--- config.mk ---
export PLATFORM = sky130hd
export DESIGN_NAME = paged_buf_wr
export DESIGN_NICKNAME = d
export VERILOG_FILES = /design/src/rtl/pbw_pkg.sv /design/src/rtl/pbw_fifo.sv /design/src/rtl/pbw_xoff.sv /design/src/rtl/pbw_page_writer.sv /design/src/rtl/paged_buf_wr.sv
export SDC_FILE = /design/constraint.sdc
export NUM_CORES = 1
export LEC_CHECK = 0
export BUFFER_PORTS_ARGS = -buffer_cell sky130_fd_sc_hd__clkbuf_2
export CORE_UTILIZATION = 30
export CTS_CLUSTER_DIAMETER = 120
export DETAILED_ROUTE_END_ITERATION = 7
export GPL_TIMING_DRIVEN = 0
export SYNTH_ARGS = -nofsm -noshare
export SYNTH_HDL_FRONTEND = slang
export SYNTH_HIERARCHICAL = 1
export SYNTH_SLANG_ARGS = --single-unit
--- constraint.sdc ---
create_clock -name clk -period 1.06 [get_ports clk]
set_input_delay 0 -clock clk [delete_from_list [all_inputs] [get_ports clk]]
set_output_delay 0 -clock clk [all_outputs]
set_load 0.005 [all_outputs]
--- src/rtl/pbw_pkg.sv ---
package pbw_pkg;
  timeunit 1ns; timeprecision 1ps;
  localparam int unsigned PBW_DW       = 16;
  localparam int unsigned PBW_PA       = 4;
  localparam int unsigned PBW_P        = 2;
  localparam int unsigned PBW_FP_DEPTH = 8;
  localparam int unsigned PBW_UP_DEPTH = 4;
  localparam int unsigned PBW_THR_RST  = 2;
endpackage

--- src/rtl/pbw_fifo.sv ---
module pbw_fifo #(
  parameter int W     = 8,
  parameter int DEPTH = 4
) (
  input  logic                       clk,
  input  logic                       rst_n,
  input  logic                       push,
  input  logic [W-1:0]               din,
  input  logic                       pop,
  output logic [W-1:0]               dout,
  output logic                       full,
  output logic                       empty,
  output logic [$clog2(DEPTH):0]     level
);
  timeunit 1ns; timeprecision 1ps;
  localparam int AW = $clog2(DEPTH);
  localparam int CW = AW + 1;
  localparam logic [AW-1:0] LAST = AW'(DEPTH - 1);

  logic [W-1:0]  store [DEPTH];
  logic [AW-1:0] wr_q, wr_d, rd_q, rd_d;
  logic [CW-1:0] lvl_q, lvl_d;
  logic          do_push, do_pop;

  assign full    = (lvl_q == CW'(DEPTH));
  assign empty   = (lvl_q == '0);
  assign level   = lvl_q;
  assign dout    = store[rd_q];
  assign do_push = push && !full;
  assign do_pop  = pop && !empty;

  always_comb begin
    wr_d  = wr_q;
    rd_d  = rd_q;
    lvl_d = lvl_q;
    if (do_push) wr_d = (wr_q == LAST) ? '0 : wr_q + AW'(1);
    if (do_pop)  rd_d = (rd_q == LAST) ? '0 : rd_q + AW'(1);
    if (do_push && !do_pop)      lvl_d = lvl_q + CW'(1);
    else if (do_pop && !do_push) lvl_d = lvl_q - CW'(1);
  end

  always_ff @(posedge clk or negedge rst_n) begin
    if (!rst_n) begin
      wr_q  <= '0;
      rd_q  <= '0;
      lvl_q <= '0;
    end else begin
      wr_q  <= wr_d;
      rd_q  <= rd_d;
      lvl_q <= lvl_d;
    end
  end

  always_ff @(posedge clk) begin
    if (do_push) store[wr_q] <= din;
  end
endmodule

--- src/rtl/pbw_xoff.sv ---
module pbw_xoff #(
  parameter int LW      = 4,
  parameter int THR_RST = 2
) (
  input  logic          clk,
  input  logic          rst_n,
  input  logic          enable,
  input  logic          thr_we,
  input  logic [LW-1:0] thr_in,
  input  logic [LW-1:0] level,
  output logic          xoff
);
  timeunit 1ns; timeprecision 1ps;
  logic [LW-1:0] thr_q, thr_d;
  logic          xoff_q, xoff_d;

  always_comb begin
    thr_d  = thr_we ? thr_in : thr_q;
    xoff_d = !enable || (level < thr_q);
  end

  always_ff @(posedge clk or negedge rst_n) begin
    if (!rst_n) begin
      thr_q  <= LW'(THR_RST);
      xoff_q <= 1'b1;
    end else begin
      thr_q  <= thr_d;
      xoff_q <= xoff_d;
    end
  end

  assign xoff = xoff_q;
endmodule

--- src/rtl/pbw_page_writer.sv ---
module pbw_page_writer #(
  parameter int DW = 16,
  parameter int PA = 4,
  parameter int P  = 2
) (
  input  logic                 clk,
  input  logic                 rst_n,
  input  logic                 in_valid,
  input  logic [DW-1:0]        in_data,
  input  logic                 in_eoe,
  output logic                 in_ready,
  input  logic                 fp_empty,
  input  logic [PA-1:0]        fp_head,
  output logic                 fp_pop,
  input  logic                 up_full,
  output logic                 up_push,
  output logic [PA+P+1:0]      up_entry,
  output logic                 mem_we,
  output logic [PA+P-1:0]      mem_addr,
  output logic [DW-1:0]        mem_data,
  input  logic                 ovf_clr,
  output logic                 ovf
);
  timeunit 1ns; timeprecision 1ps;
  localparam int CW = P + 1;
  localparam int EW = PA + CW + 1;
  localparam int AW = PA + P;
  localparam logic [P-1:0] OFF_LAST = {P{1'b1}};

  // control state
  logic          open_q, open_d;
  logic          hold_q, hold_d;
  logic          ovf_q, ovf_d;
  logic          we_q, we_d;
  logic [P-1:0]  off_q, off_d;
  // datapath state
  logic [PA-1:0] page_q, page_d;
  logic [EW-1:0] held_q, held_d;
  logic [AW-1:0] addr_q, addr_d;
  logic [DW-1:0] data_q, data_d;

  logic          accept, wr, drop, last;
  logic [PA-1:0] cur_page;
  logic [P-1:0]  cur_off;
  logic [CW-1:0] cnt;
  logic [EW-1:0] entry;

  always_comb begin
    accept   = in_valid && !hold_q;
    wr       = accept && (open_q || !fp_empty);
    drop     = accept && !open_q && fp_empty;
    fp_pop   = accept && !open_q && !fp_empty;
    cur_page = open_q ? page_q : fp_head;
    cur_off  = open_q ? off_q : '0;
    last     = wr && (in_eoe || (cur_off == OFF_LAST));
    cnt      = CW'(cur_off) + CW'(1);
    entry    = {cur_page, cnt, in_eoe};
    up_push  = hold_q ? !up_full : (last && !up_full);
    up_entry = hold_q ? held_q : entry;
  end

  always_comb begin
    open_d = open_q;
    page_d = page_q;
    off_d  = off_q;
    if (wr) begin
      open_d = !last;
      page_d = cur_page;
      off_d  = cur_off + P'(1);
    end
    hold_d = hold_q;
    held_d = held_q;
    if (hold_q && !up_full) begin
      hold_d = 1'b0;
    end else if (last && up_full) begin
      hold_d = 1'b1;
      held_d = entry;
    end
    ovf_d  = drop ? 1'b1 : (ovf_clr ? 1'b0 : ovf_q);
    we_d   = wr;
    addr_d = wr ? {cur_page, cur_off} : addr_q;
    data_d = wr ? in_data : data_q;
  end

  always_ff @(posedge clk or negedge rst_n) begin
    if (!rst_n) begin
      open_q <= 1'b0;
      hold_q <= 1'b0;
      ovf_q  <= 1'b0;
      we_q   <= 1'b0;
      off_q  <= '0;
    end else begin
      open_q <= open_d;
      hold_q <= hold_d;
      ovf_q  <= ovf_d;
      we_q   <= we_d;
      off_q  <= off_d;
    end
  end

  always_ff @(posedge clk) begin
    page_q <= page_d;
    held_q <= held_d;
    addr_q <= addr_d;
    data_q <= data_d;
  end

  assign in_ready = !hold_q;
  assign mem_we   = we_q;
  assign mem_addr = addr_q;
  assign mem_data = data_q;
  assign ovf      = ovf_q;
endmodule

--- src/rtl/paged_buf_wr.sv ---
module paged_buf_wr #(
  parameter int DW       = pbw_pkg::PBW_DW,
  parameter int PA       = pbw_pkg::PBW_PA,
  parameter int P        = pbw_pkg::PBW_P,
  parameter int FP_DEPTH = pbw_pkg::PBW_FP_DEPTH,
  parameter int UP_DEPTH = pbw_pkg::PBW_UP_DEPTH,
  parameter int THR_RST  = pbw_pkg::PBW_THR_RST,
  localparam int TW      = $clog2(FP_DEPTH) + 1
) (
  input  logic            clk,
  input  logic            rst_n,
  input  logic            in_valid,
  input  logic [DW-1:0]   in_data,
  input  logic            in_eoe,
  output logic            in_ready,
  input  logic            fp_push,
  input  logic [PA-1:0]   fp_addr,
  input  logic            up_pop,
  output logic            up_valid,
  output logic [PA-1:0]   up_page,
  output logic [P:0]      up_count,
  output logic            up_eoe,
  output logic            mem_we,
  output logic [PA+P-1:0] mem_addr,
  output logic [DW-1:0]   mem_data,
  input  logic            cfg_enable,
  input  logic            cfg_thr_we,
  input  logic [TW-1:0]   cfg_thr,
  output logic            ovf,
  input  logic            ovf_clr,
  output logic            xoff
);
  timeunit 1ns; timeprecision 1ps;
  localparam int CW = P + 1;
  localparam int EW = PA + CW + 1;
  localparam int UW = $clog2(UP_DEPTH) + 1;

  logic [1:0]    rst_sync;
  logic          rst_n_s;
  logic          fp_empty, fp_full, fp_pop;
  logic [PA-1:0] fp_head;
  logic [TW-1:0] fp_level;
  logic          up_full, up_empty, up_push;
  logic [EW-1:0] up_entry, up_head;
  logic [UW-1:0] up_level;

  always_ff @(posedge clk or negedge rst_n) begin
    if (!rst_n) rst_sync <= 2'b00;
    else        rst_sync <= {rst_sync[0], 1'b1};
  end
  assign rst_n_s = rst_sync[1];

  pbw_fifo #(.W(PA), .DEPTH(FP_DEPTH)) u_free (
    .clk(clk), .rst_n(rst_n_s), .push(fp_push), .din(fp_addr), .pop(fp_pop),
    .dout(fp_head), .full(fp_full), .empty(fp_empty), .level(fp_level)
  );

  pbw_fifo #(.W(EW), .DEPTH(UP_DEPTH)) u_used (
    .clk(clk), .rst_n(rst_n_s), .push(up_push), .din(up_entry), .pop(up_pop),
    .dout(up_head), .full(up_full), .empty(up_empty), .level(up_level)
  );

  pbw_page_writer #(.DW(DW), .PA(PA), .P(P)) u_wr (
    .clk(clk), .rst_n(rst_n_s), .in_valid(in_valid), .in_data(in_data),
    .in_eoe(in_eoe), .in_ready(in_ready), .fp_empty(fp_empty), .fp_head(fp_head),
    .fp_pop(fp_pop), .up_full(up_full), .up_push(up_push), .up_entry(up_entry),
    .mem_we(mem_we), .mem_addr(mem_addr), .mem_data(mem_data),
    .ovf_clr(ovf_clr), .ovf(ovf)
  );

  pbw_xoff #(.LW(TW), .THR_RST(THR_RST)) u_xoff (
    .clk(clk), .rst_n(rst_n_s), .enable(cfg_enable), .thr_we(cfg_thr_we),
    .thr_in(cfg_thr), .level(fp_level), .xoff(xoff)
  );

  assign up_valid = !up_empty;
  assign up_page  = up_head[EW-1 -: PA];
  assign up_count = up_head[1 +: CW];
  assign up_eoe   = up_head[0];
endmodule

## Yosys cells after proc, flatten, opt, wreduce, memory -nomap -nowiden

Memories as Yosys holds them, arrays and structs flattened.
Index checks and enable logic that the tools add are counted.

| cells by class | value |
|---|---|
| add/subtract/negate cells | 10 |
| $mul | 0 |
| divide/modulo/power cells | 0 |
| $lt $le $gt $ge | 1 |
| equal/unequal tests | 7 |
| shifts and indexed selects | 0 |
| multiplexer cells | 20 |
| bitwise gates (word level) | 1 |
| reduce and logical (&&, ||, !) cells | 39 |

Operator list:

| operator | count |
|---|---|
| logical AND 1 bit | 17 |
| zero test 1 bit | 12 |
| 2-to-1 mux 3 bit | 4 |
| 2-to-1 mux 4 bit | 3 |
| adder 3 x 1 -> 3 bit (second input constant) | 3 |
| == test 3 bit (second input constant) | 3 |
| 2-to-1 mux 1 bit | 9 |
| 2-to-1 mux 8 bit | 1 |
| nonzero test 2 bit | 4 |
| adder 2 x 1 -> 2 bit (second input constant) | 3 |
| == test 2 bit (second input constant) | 3 |
| 2-to-1 mux 2 bit | 3 |
| adder 4 x 1 -> 4 bit (second input constant) | 1 |
| == test 4 bit (second input constant) | 1 |
| zero test 4 bit | 1 |
| less-than comparator 4 bit | 1 |
| subtractor 4 x 1 -> 4 bit (second input constant) | 1 |
| adder 2 x 1 -> 3 bit (second input constant) | 1 |
| zero test 3 bit | 1 |
| logical OR 1 bit | 3 |
| subtractor 3 x 1 -> 3 bit (second input constant) | 1 |
| AND reduction 2 bit | 1 |
| NOT 1 bit | 1 |

| word-level totals | value |
|---|---|
| flip-flop bits (word level) | 64 |
| latch bits | 0 |
| RAM bits | 64 |
| ROM bits | 0 |
| output and inout port bits | 35 |
| word-level logic and storage cells | 98 |
| memories | 2 |

Memories:

| memory | depth | width | read ports | clocked after Yosys merged registers in | wr ports | RTL line | RTL |
|---|---|---|---|---|---|---|---|
| u_free.store | 8 | 4 | 1 | 0 | 1 | pbw_fifo.sv:20 | `logic [W-1:0] store [DEPTH];` |
| u_used.store | 4 | 8 | 1 | 0 | 1 | pbw_fifo.sv:20 |  |

## Logic depth before layout (Yosys ltp)

Gate-level depths: netlist (run 1).

| depth | value |
|---|---|
| depth after elaboration | 12 |
| depth in mapped cells | 15 |

## Modules after synthesis

The synthesis (run 1) kept the hierarchy.

By module, submodules not included:

| module | times used | cells each | area each (µm²) |
|---|---|---|---|
| pbw_fifo at u_free | 1 | 112 | 1879.3 |
| pbw_fifo at u_used | 1 | 79 | 1596.5 |
| pbw_page_writer | 1 | 69 | 1362.6 |
| pbw_xoff | 1 | 23 | 246.5 |
| paged_buf_wr | 1 | 4 | 57.6 |

## Worst setup path before layout (run 1)

OpenSTA, ideal clock, no wires.

| timing path | value |
|---|---|
| path type | flip-flop to flip-flop |
| start point | reg u_free.lvl_q[0], in the netlist u_free/level[0] |
| end point | reg u_free.lvl_q[3], in the netlist u_free/level[3] |
| setup time | 0.131 ns |
| arrival time | 2.753 ns |
| data required time | 0.929 ns |
| path slack | -1.824 ns |
| stages on the path, launching flop included | 10 |
| clock period less this slack | 2.884 ns |
| cell sequence | dfrtp_1 > nor4_1 > nor3_1 > o41ai_2 > ha_1 > inv_1 > ha_1 > or4_1 > o211ai_1 > o211ai_1 |

| between the ends | value |
|---|---|
| word-level cells in the longest chain between the ends | 7 |
| elaborated cells between the ends (all ways) | 16 |
| classes of those cells | add/sub (2); eq/ne (1); mux (2); reduce/logical (11) |

Ends and longest elaborated chain:

| element | RTL line | RTL |
|---|---|---|
| start: declaration | pbw_fifo.sv:22 | `logic [CW-1:0] lvl_q, lvl_d;` |
| start signal: assignment | pbw_fifo.sv:50 | `lvl_q <= lvl_d;` |
| zero test 4 bit * | pbw_fifo.sv:26 | `assign empty = (lvl_q == '0);` |
| named net fp_empty | paged_buf_wr.sv:40 | `logic fp_empty, fp_full, fp_pop;` |
| zero test 1 bit * | pbw_page_writer.sv:52 | `fp_pop = accept && !open_q && !fp_empty;` |
| logical AND 1 bit * | pbw_page_writer.sv:52 |  |
| named net fp_pop | paged_buf_wr.sv:40 |  |
| logical AND 1 bit * | pbw_fifo.sv:30 | `assign do_pop = pop && !empty;` |
| zero test 1 bit | pbw_fifo.sv:38 | `if (do_push && !do_pop) lvl_d = lvl_q + CW'(1);` |
| logical AND 1 bit | pbw_fifo.sv:38 |  |
| 2-to-1 mux 4 bit or nonzero test 2 bit (tied branches) | -- |  |

Mark *: on every way through the listed nets, which the timed path passes. The rest lies on a longest branch. The select of a mux whose other input is x is not followed.
A chain may end at the register's enable or synchronous reset.

## Final worst setup path (run 1)

| timing path | value |
|---|---|
| start point | reg u_free.lvl_q[1], in the netlist u_free/level[1] |
| end point | reg u_used.lvl_q[1], in the netlist u_used/level[1] |

| between the ends | value |
|---|---|
| elaborated cells between the ends (all ways) | 13 |
| classes of those cells | mux (2); reduce/logical (11) |

RTL lines:

| element | RTL line | RTL |
|---|---|---|
| zero test 4 bit | pbw_fifo.sv:26 |  |
| named net fp_empty | paged_buf_wr.sv:40 |  |
| zero test 1 bit | pbw_page_writer.sv:50 | `wr = accept && (open_q \|\| !fp_empty);` |
| logical OR 1 bit | pbw_page_writer.sv:50 |  |
| logical AND 1 bit | pbw_page_writer.sv:50 |  |
| logical AND 1 bit | pbw_page_writer.sv:55 | `last = wr && (in_eoe \|\| (cur_off == OFF_LAST));` |
| logical AND 1 bit | pbw_page_writer.sv:58 | `up_push = hold_q ? !up_full : (last && !up_full);` |
| 2-to-1 mux 1 bit | pbw_page_writer.sv:58 |  |
| named net up_push | paged_buf_wr.sv:43 | `logic up_full, up_empty, up_push;` |
| logical AND 1 bit | pbw_fifo.sv:29 | `assign do_push = push && !full;` |
| logical AND 1 bit | pbw_fifo.sv:38 |  |
| 2-to-1 mux 3 bit | pbw_fifo.sv:38 |  |
| named net u_used.lvl_d[1] | pbw_fifo.sv:22 |  |
| end signal: assignment | pbw_fifo.sv:50 |  |
| end: declaration | pbw_fifo.sv:22 |  |

The timed path passes the listed nets, and every way through them passes these cells.

==> results of run 1 <==
-- sequential cells by signal (all words and copies together) (netlist names) --
register / cells
u_wr/mem_data: 16
u_wr/hold_q: 1
u_free/rd_q: 3
u_used/store: 32
u_used/rd_q: 2
u_free/store: 32
u_free/wr_q: 3
rst_sync: 2
u_used/wr_q: 2
u_wr/page_q: 4
u_wr/mem_addr: 2
u_free/level: 4
u_wr/open_q: 1
u_used/level: 3
u_wr/ovf: 1
u_xoff/thr_q: 4
u_wr/off_q: 2
u_xoff/xoff: 1
u_wr/mem_we: 1
u_wr/held_q: 8
-- tightest hold or removal path: cells and delay by family --
kind                   cells  cell delay, ns
AO/OA/AOI/OAI              2            0.22
buffers and inverters      1            0.11
-- per-stage QoR --
stage | setup TNS (ns) | cell area, um^2 | hold WS [ns] | utilization (%)
floorplan | -98.88 | 5300 | -0.296 | -
global placement | -134.84 | 5910 | -0.213 | 35.5
detailed placement | -139.41 | 5910 | -0.214 | 35.5
CTS | -118.34 | 7450 | -0.0643 | 44.8
global route | -130.03 | 7540 | -0.0449 | 45.3
finish | -123.26 | 7540 | -0.0368 | 45.3
-- layout by cell type (no fill, tap or decap), types with 5 or more instances in the layout --
master,n
edfxtp_1,94
clkbuf_2,67
dlygate4sd3_1,33
mux2_4,25
buf_4,22
clkbuf_16,19
mux4_2,16
buf_6,15
dfrtp_1,15
dfrtp_2,13
ha_1,12
inv_1,8
nand2_1,7
nor3_4,5
nor2_1,5
ha_4,5
and2_4,5
-- path summary, 6_finish.rpt --
kind | start | cells after the start | to | slack (ns)
max | u_free/level[1] | 10 | u_used/level[1] | -1.50
min | up_pop | 3 | u_used/rd_q[0] | -0.04
max reg2reg | u_free/level[1] | 10 | u_used/level[1] | -1.50
min reg2reg | rst_sync[1] | 0 | u_xoff/thr_q[0] | 0.31
max in group asynchronous | rst_sync[1] | 0 | u_used/rd_q[0] | 0.26
min in group asynchronous | rst_sync[1] | 0 | u_xoff/thr_q[0] | 0.31
-- layout make-up --
type	count	area, um^2	share of cell area (%)
well taps	220	275	3.65
inverters	13	61.3	0.813
flip-flops and latches	124	3590	47.6
repair buffers	141	1110	14.8
multi-input cells	144	1860	24.7
plain buffers	4	40.0	0.531
clock inverters	14	169	2.24
clock buffers	18	429	5.69
-- report_power, final --
part	internal [mW]	switching, mW	leakage, nW
logic	4.64	3.41	1.44
clock network	3.70	2.08	0.291
registers	6.81	0.930	1.21
-- metal layers --
layer	wire [um]	up-vias	GRT usage [%]
met1	4190	1581	14.0
li1	-	1422	-
met2	5900	65	22.5
met5	0	-	0
met3	428	13	3.52
met4	153	0	6.07
-- timing repair --
action                                  in CTS  in global routing
setup buffers                               40                 10
gates cloned                                 3                  2
endpoints found under the hold margin       65                  3
gates resized for setup                     68                 31
pin swaps                                   20                 21
endpoints found under the setup margin     198                172
==> results.sh, run 1 <==
export IMPL_finalHoldViolCount=3
export IMPL_core_area_mm2=0.0166
export IMPL_fmax_mhz=391
export IMPL_fillCellCount=1386
export IMPL_dp_hpwl_um=6270
export IMPL_layout_drive_gt1_share_pct=55.2
export IMPL_worst_setup_path_type="flip-flop to flip-flop"
export IMPL_worstPathMaxFanout=3
export IMPL_dpl_cell_count=573
export IMPL_grt_usage_pct=12.7
export IMPL_slew_viol_final=0
export IMPL_grt_overflow_total=0
export IMPL_total_power_mw=21.6
export IMPL_finalCritPeriodShare_pct=242
export IMPL_antenna_found_initial=0
export IMPL_route_detailed_drc=0
export IMPL_syn_area_mm2=0.00514
export IMPL_startpoint_type="flip-flop"
export IMPL_clock_skew_ns=0.00741
export IMPL_violations="hold timing, setup timing"
export IMPL_worstPathArrival_ns=2.85
export IMPL_cts_root_buf="clkbuf_16"
export IMPL_worstPathRequired_ns=1.35
export IMPL_ctsHoldBuffers=33
export IMPL_syn_nets=338
export IMPL_cts_path_max_buffers=2
export IMPL_clock_latency_ns=0.41
export IMPL_initial_utilization_pct=30.9
export IMPL_avgRoutedWirePerCell_um=15.7
export IMPL_first_global_vias=3321
export IMPL_wl_um=10700
export IMPL_n_antenna_cell=0
export IMPL_routabilityCongestion=0.693
export IMPL_drt_initial_drc_count=176
export IMPL_worst_slew_pin_transition_ns=0.685
export IMPL_firstDrtPassIters=4
export IMPL_max_stage_delay_ns=0.44
export IMPL_die_y_um=133
export IMPL_peakVddDrop_mv=1.23
export IMPL_num_nets_final=497
export IMPL_grt_max_degree=29
export IMPL_power_per_cell_area_mw_per_mm2=2860
export IMPL_cp_end_kind="flip-flop"
export IMPL_port_buffer_count=67
export IMPL_whs_ns=-0.0368
export IMPL_run_status="complete, but fails checks"
export IMPL_rsz0062_at_grt="true"
export IMPL_hold_class="primary input to flip-flop"
export IMPL_cts_sinks=124
export IMPL_critPathBufInv=2
export IMPL_detailroute_via_count=3081
export IMPL_die_x_um=133
export IMPL_ant_nets=0
export IMPL_worst_slack_ns=-1.50
export IMPL_cts_max_level=4
export IMPL_fp_dieArea_mm2=0.0177
export IMPL_fp_row_count=47
export IMPL_cts_tree="done"
export IMPL_yosysWarnings=6
export IMPL_grt_first_pass_wirelength_um=16900
export IMPL_io_pins=68
export IMPL_setup_viol=169
export IMPL_drv_cap=0
export IMPL_relSlewSlack_pct=54.3
export IMPL_leakage_nw=2.95
export IMPL_area_growth_pct=46.7
export IMPL_clk_pin_slew_ns=0.06
export IMPL_layout_cells_non_filler=678
export IMPL_netlist_instances=286
export IMPL_cp_top_family="simple AND/OR/NAND/NOR gates"
export IMPL_numCtsBuffers=17
export IMPL_via_per_inst=4.54
export IMPL_period_needed_ns=2.56
export IMPL_path_cells="buf_6, nor4_4, nand2b_1, a31oi_4, nor2_1, nor2b_4, ha_4, inv_2, fa_2, mux2_2"
export IMPL_dp_slack_ns=-1.56
export IMPL_crit_path_top_delay_cell="dfrtp_2"
export IMPL_avgSynthCellArea_um2=18.0
Power figures use the tool's default switching activity.
==> inputs of run 2 (changes only) <==
- GPL_ROUTABILITY_DRIVEN: default -> 0
- REMOVE_ABC_BUFFERS: default -> 1
==> run 2 against run 1 <==
The run ends with setup timing left. Global-route usage increased by 0.54 points. Clock skew rose by 0.0042 ns. Critical endpoint is now u_free/level[3]. Largest cell class unchanged. Core utilization is 1.1 points higher. Combinational power is 11% higher. Hold slack improved by 0.057 ns. Sequential power rose by 1%. Via count grew 0.42%. Final cell count grew 2.4%. Critical path type unchanged. Critical path depth is 2 higher. Count of clock-buffer cells in the layout rose by 6. Clock power down 9.7%. Worst setup slack better by 0.13 ns.
==> results.sh, run 2 (synthesis results as in run 1) <==
export IMPL_run_status="complete, but fails checks"
export IMPL_violations="setup timing"
export IMPL_power_frac_seq_pct=35.7
export IMPL_dp_hpwl_um=6200
export IMPL_worstPathRequired_ns=1.37
export IMPL_die_y_um=133
export IMPL_cts_path_max_buffers=2
export IMPL_crit_path_top_delay_cell="dfrtp_2"
export IMPL_grt_first_pass_wirelength_um=17500
export IMPL_worst_setup_path_type="flip-flop to flip-flop"
export IMPL_finalCritPeriodShare_pct=230
export IMPL_swShare_pct=29.9
export IMPL_ant_nets=0
export IMPL_core_area_mm2=0.0166
export IMPL_final_area_mm2=0.00773
export IMPL_first_global_vias=3375
export IMPL_cts_tree="done"
export IMPL_fillCellCount=1343
export IMPL_hold_class="primary input to flip-flop"
export IMPL_power_per_cell_area_mw_per_mm2=2850
export IMPL_grt_overflow_total=0
export IMPL_clkPwrFrac_pct=23.8
export IMPL_leakage_nw=3.03
export IMPL_utilization_pct=46.4
export IMPL_final_cell_mix="94 x edfxtp_1, 66 x clkbuf_2, 33 x dlygate4sd3_1"
export IMPL_switching_power_mw=6.59
export IMPL_rsz0062_at_grt="true"
export IMPL_via_per_inst=4.46
export IMPL_r2r_cells=12
export IMPL_critPathBufInv=4
export IMPL_cts_root_buf="clkbuf_16"
export IMPL_p_int_mw=15.4
export IMPL_n_antenna_cell=0
export IMPL_grt_usage_pct=13.2
export IMPL_initial_utilization_pct=30.9
export IMPL_detailroute_via_count=3094
export IMPL_clock_skew_ns=0.0116
export IMPL_layout_drive_gt1_share_pct=56.8
export IMPL_timing_reg2reg_setup_slack_ns=-1.38
export IMPL_cp_top_family="compound AO/OA/AOI/OAI gates"
export IMPL_peakVddDrop_mv=1.42
export IMPL_route_detailed_drc=0
export IMPL_clk_pin_slew_ns=0.06
export IMPL_pwr_share_comb_pct=40.6
export IMPL_period_needed_ns=2.44
export IMPL_finalHoldViolCount=0
export IMPL_worstPathArrival_ns=2.75
export IMPL_cts_max_level=4
export IMPL_firstDrtPassIters=6
export IMPL_area_growth_pct=50.4
export IMPL_placed_area_mm2=0.00571
export IMPL_worst_slew_pin_transition_ns=0.638
export IMPL_wl_um=11000
export IMPL_layout_commonest_cell="edfxtp_1"
export IMPL_drv_cap=0
export IMPL_max_stage_delay_ns=0.44
export IMPL_tns_ns=-124.93
export IMPL_worstPathMaxFanout=4
export IMPL_min_delay_path_depth=4
export IMPL_port_buffer_count=67
export IMPL_drt_initial_drc_count=219
export IMPL_cp_end_kind="flip-flop"
export IMPL_avgRoutedWirePerCell_um=15.9
export IMPL_setup_viol=169
export IMPL_worst_path_stages=12
export IMPL_fp_row_count=47
export IMPL_die_x_um=133
export IMPL_slew_viol_final=0
export IMPL_whs_ns=0.0205
export IMPL_antenna_found_initial=0
export IMPL_fp_dieArea_mm2=0.0177
export IMPL_cts_sinks=124
export IMPL_worst_slack_ns=-1.38
export IMPL_io_pins=68
export IMPL_relSlewSlack_pct=57.5
export IMPL_fmax_mhz=411
export IMPL_path_cells="buf_6, nor4_4, buf_4, nor3_4, o41ai_4, ha_4, inv_4, buf_6, ha_4, nand3_4, a2111o_1, o211ai_1"
export IMPL_startpoint_type="flip-flop"
export IMPL_grt_max_degree=29
export IMPL_num_nets_final=513
export IMPL_numCtsBuffers=17
export IMPL_clock_latency_ns=0.41
==> run 2: cell types whose count changed in the layout (fill, tap and decap cells not counted), moves of 4 or more <==
cell / delta
buf_12: +4
buf_6: +10
clkbuf_1: +4
buf_4: +6
==> run 2: through the flow <==
step                power [mW]  setup WS (ns)  instances
floorplan                 11.1          -1.82        279
global placement          12.5          -2.05        566
detailed placement        12.7          -2.18        566
CTS                       21.1          -1.34        682
global route              23.2          -1.44        694
finish                    22.0          -1.38        694
==> run 2: power groups by stage <==
stage	Clock, mW	Combinational (mW)	Sequential (mW)
finish	5.22	8.93	7.84
floorplan	0	3.41	7.70
global placement	0	4.49	7.97
global route	5.58	9.63	7.98
CTS	5.33	7.93	7.82
detailed placement	0	4.70	8.04
==> run 2: layer usage <==
layer  vias up  wire (um)  global-route usage, %
met5         -          0                      0
met4         0        102                   4.92
met3        11        355                   4.10
met2        52       6320                   24.5
met1      1563       4220                   13.9
li1       1468          -                      -
==> run 2: final timing paths <==
kind	start	to
worst max-delay path	u_free/level[1]	u_free/level[3]
worst min-delay path	up_pop	u_used/rd_q[0]
worst max register to register	u_free/level[1]	u_free/level[3]
worst min register to register	rst_sync[1]	u_xoff/thr_q[3]
max in group asynchronous	rst_sync[1]	u_free/rd_q[0]
min in group asynchronous	rst_sync[1]	u_xoff/thr_q[3]
==> run 2: cell type report <==
type / count / area [um^2] / area share, %
Clock buffer: 24 / 472 / 6.10
Clock inverter: 8 / 68.8 / 0.891
Inverter: 13 / 68.8 / 0.891
Multi-Input combinational cell: 144 / 1920 / 24.8
Sequential cell: 124 / 3600 / 46.5
Tap cell: 220 / 275 / 3.56
Timing Repair Buffer: 161 / 1330 / 17.2
==> run 2: repair_timing <==
action | CTS | global route
gates cloned | 3 | 0
resized for setup | 117 | 39
buffers inserted | 58 | 20
setup endpoints to repair | 198 | 169
hold buffers | 33 | 0
endpoints found under the hold margin | 64 | 0
pin swaps | 23 | 28
==> run 2: worst reg2reg max path, stage by stage, from the launching register on <==
cell,delay (ns)
dfrtp_2,0.44
buf_6,0.13
nor4_4,0.24
buf_4,0.19
nor3_4,0.05
o41ai_4,0.06
ha_4,0.21
inv_4,0.05
buf_6,0.12
ha_4,0.27
nand3_4,0.07
a2111o_1,0.42
o211ai_1,0.10
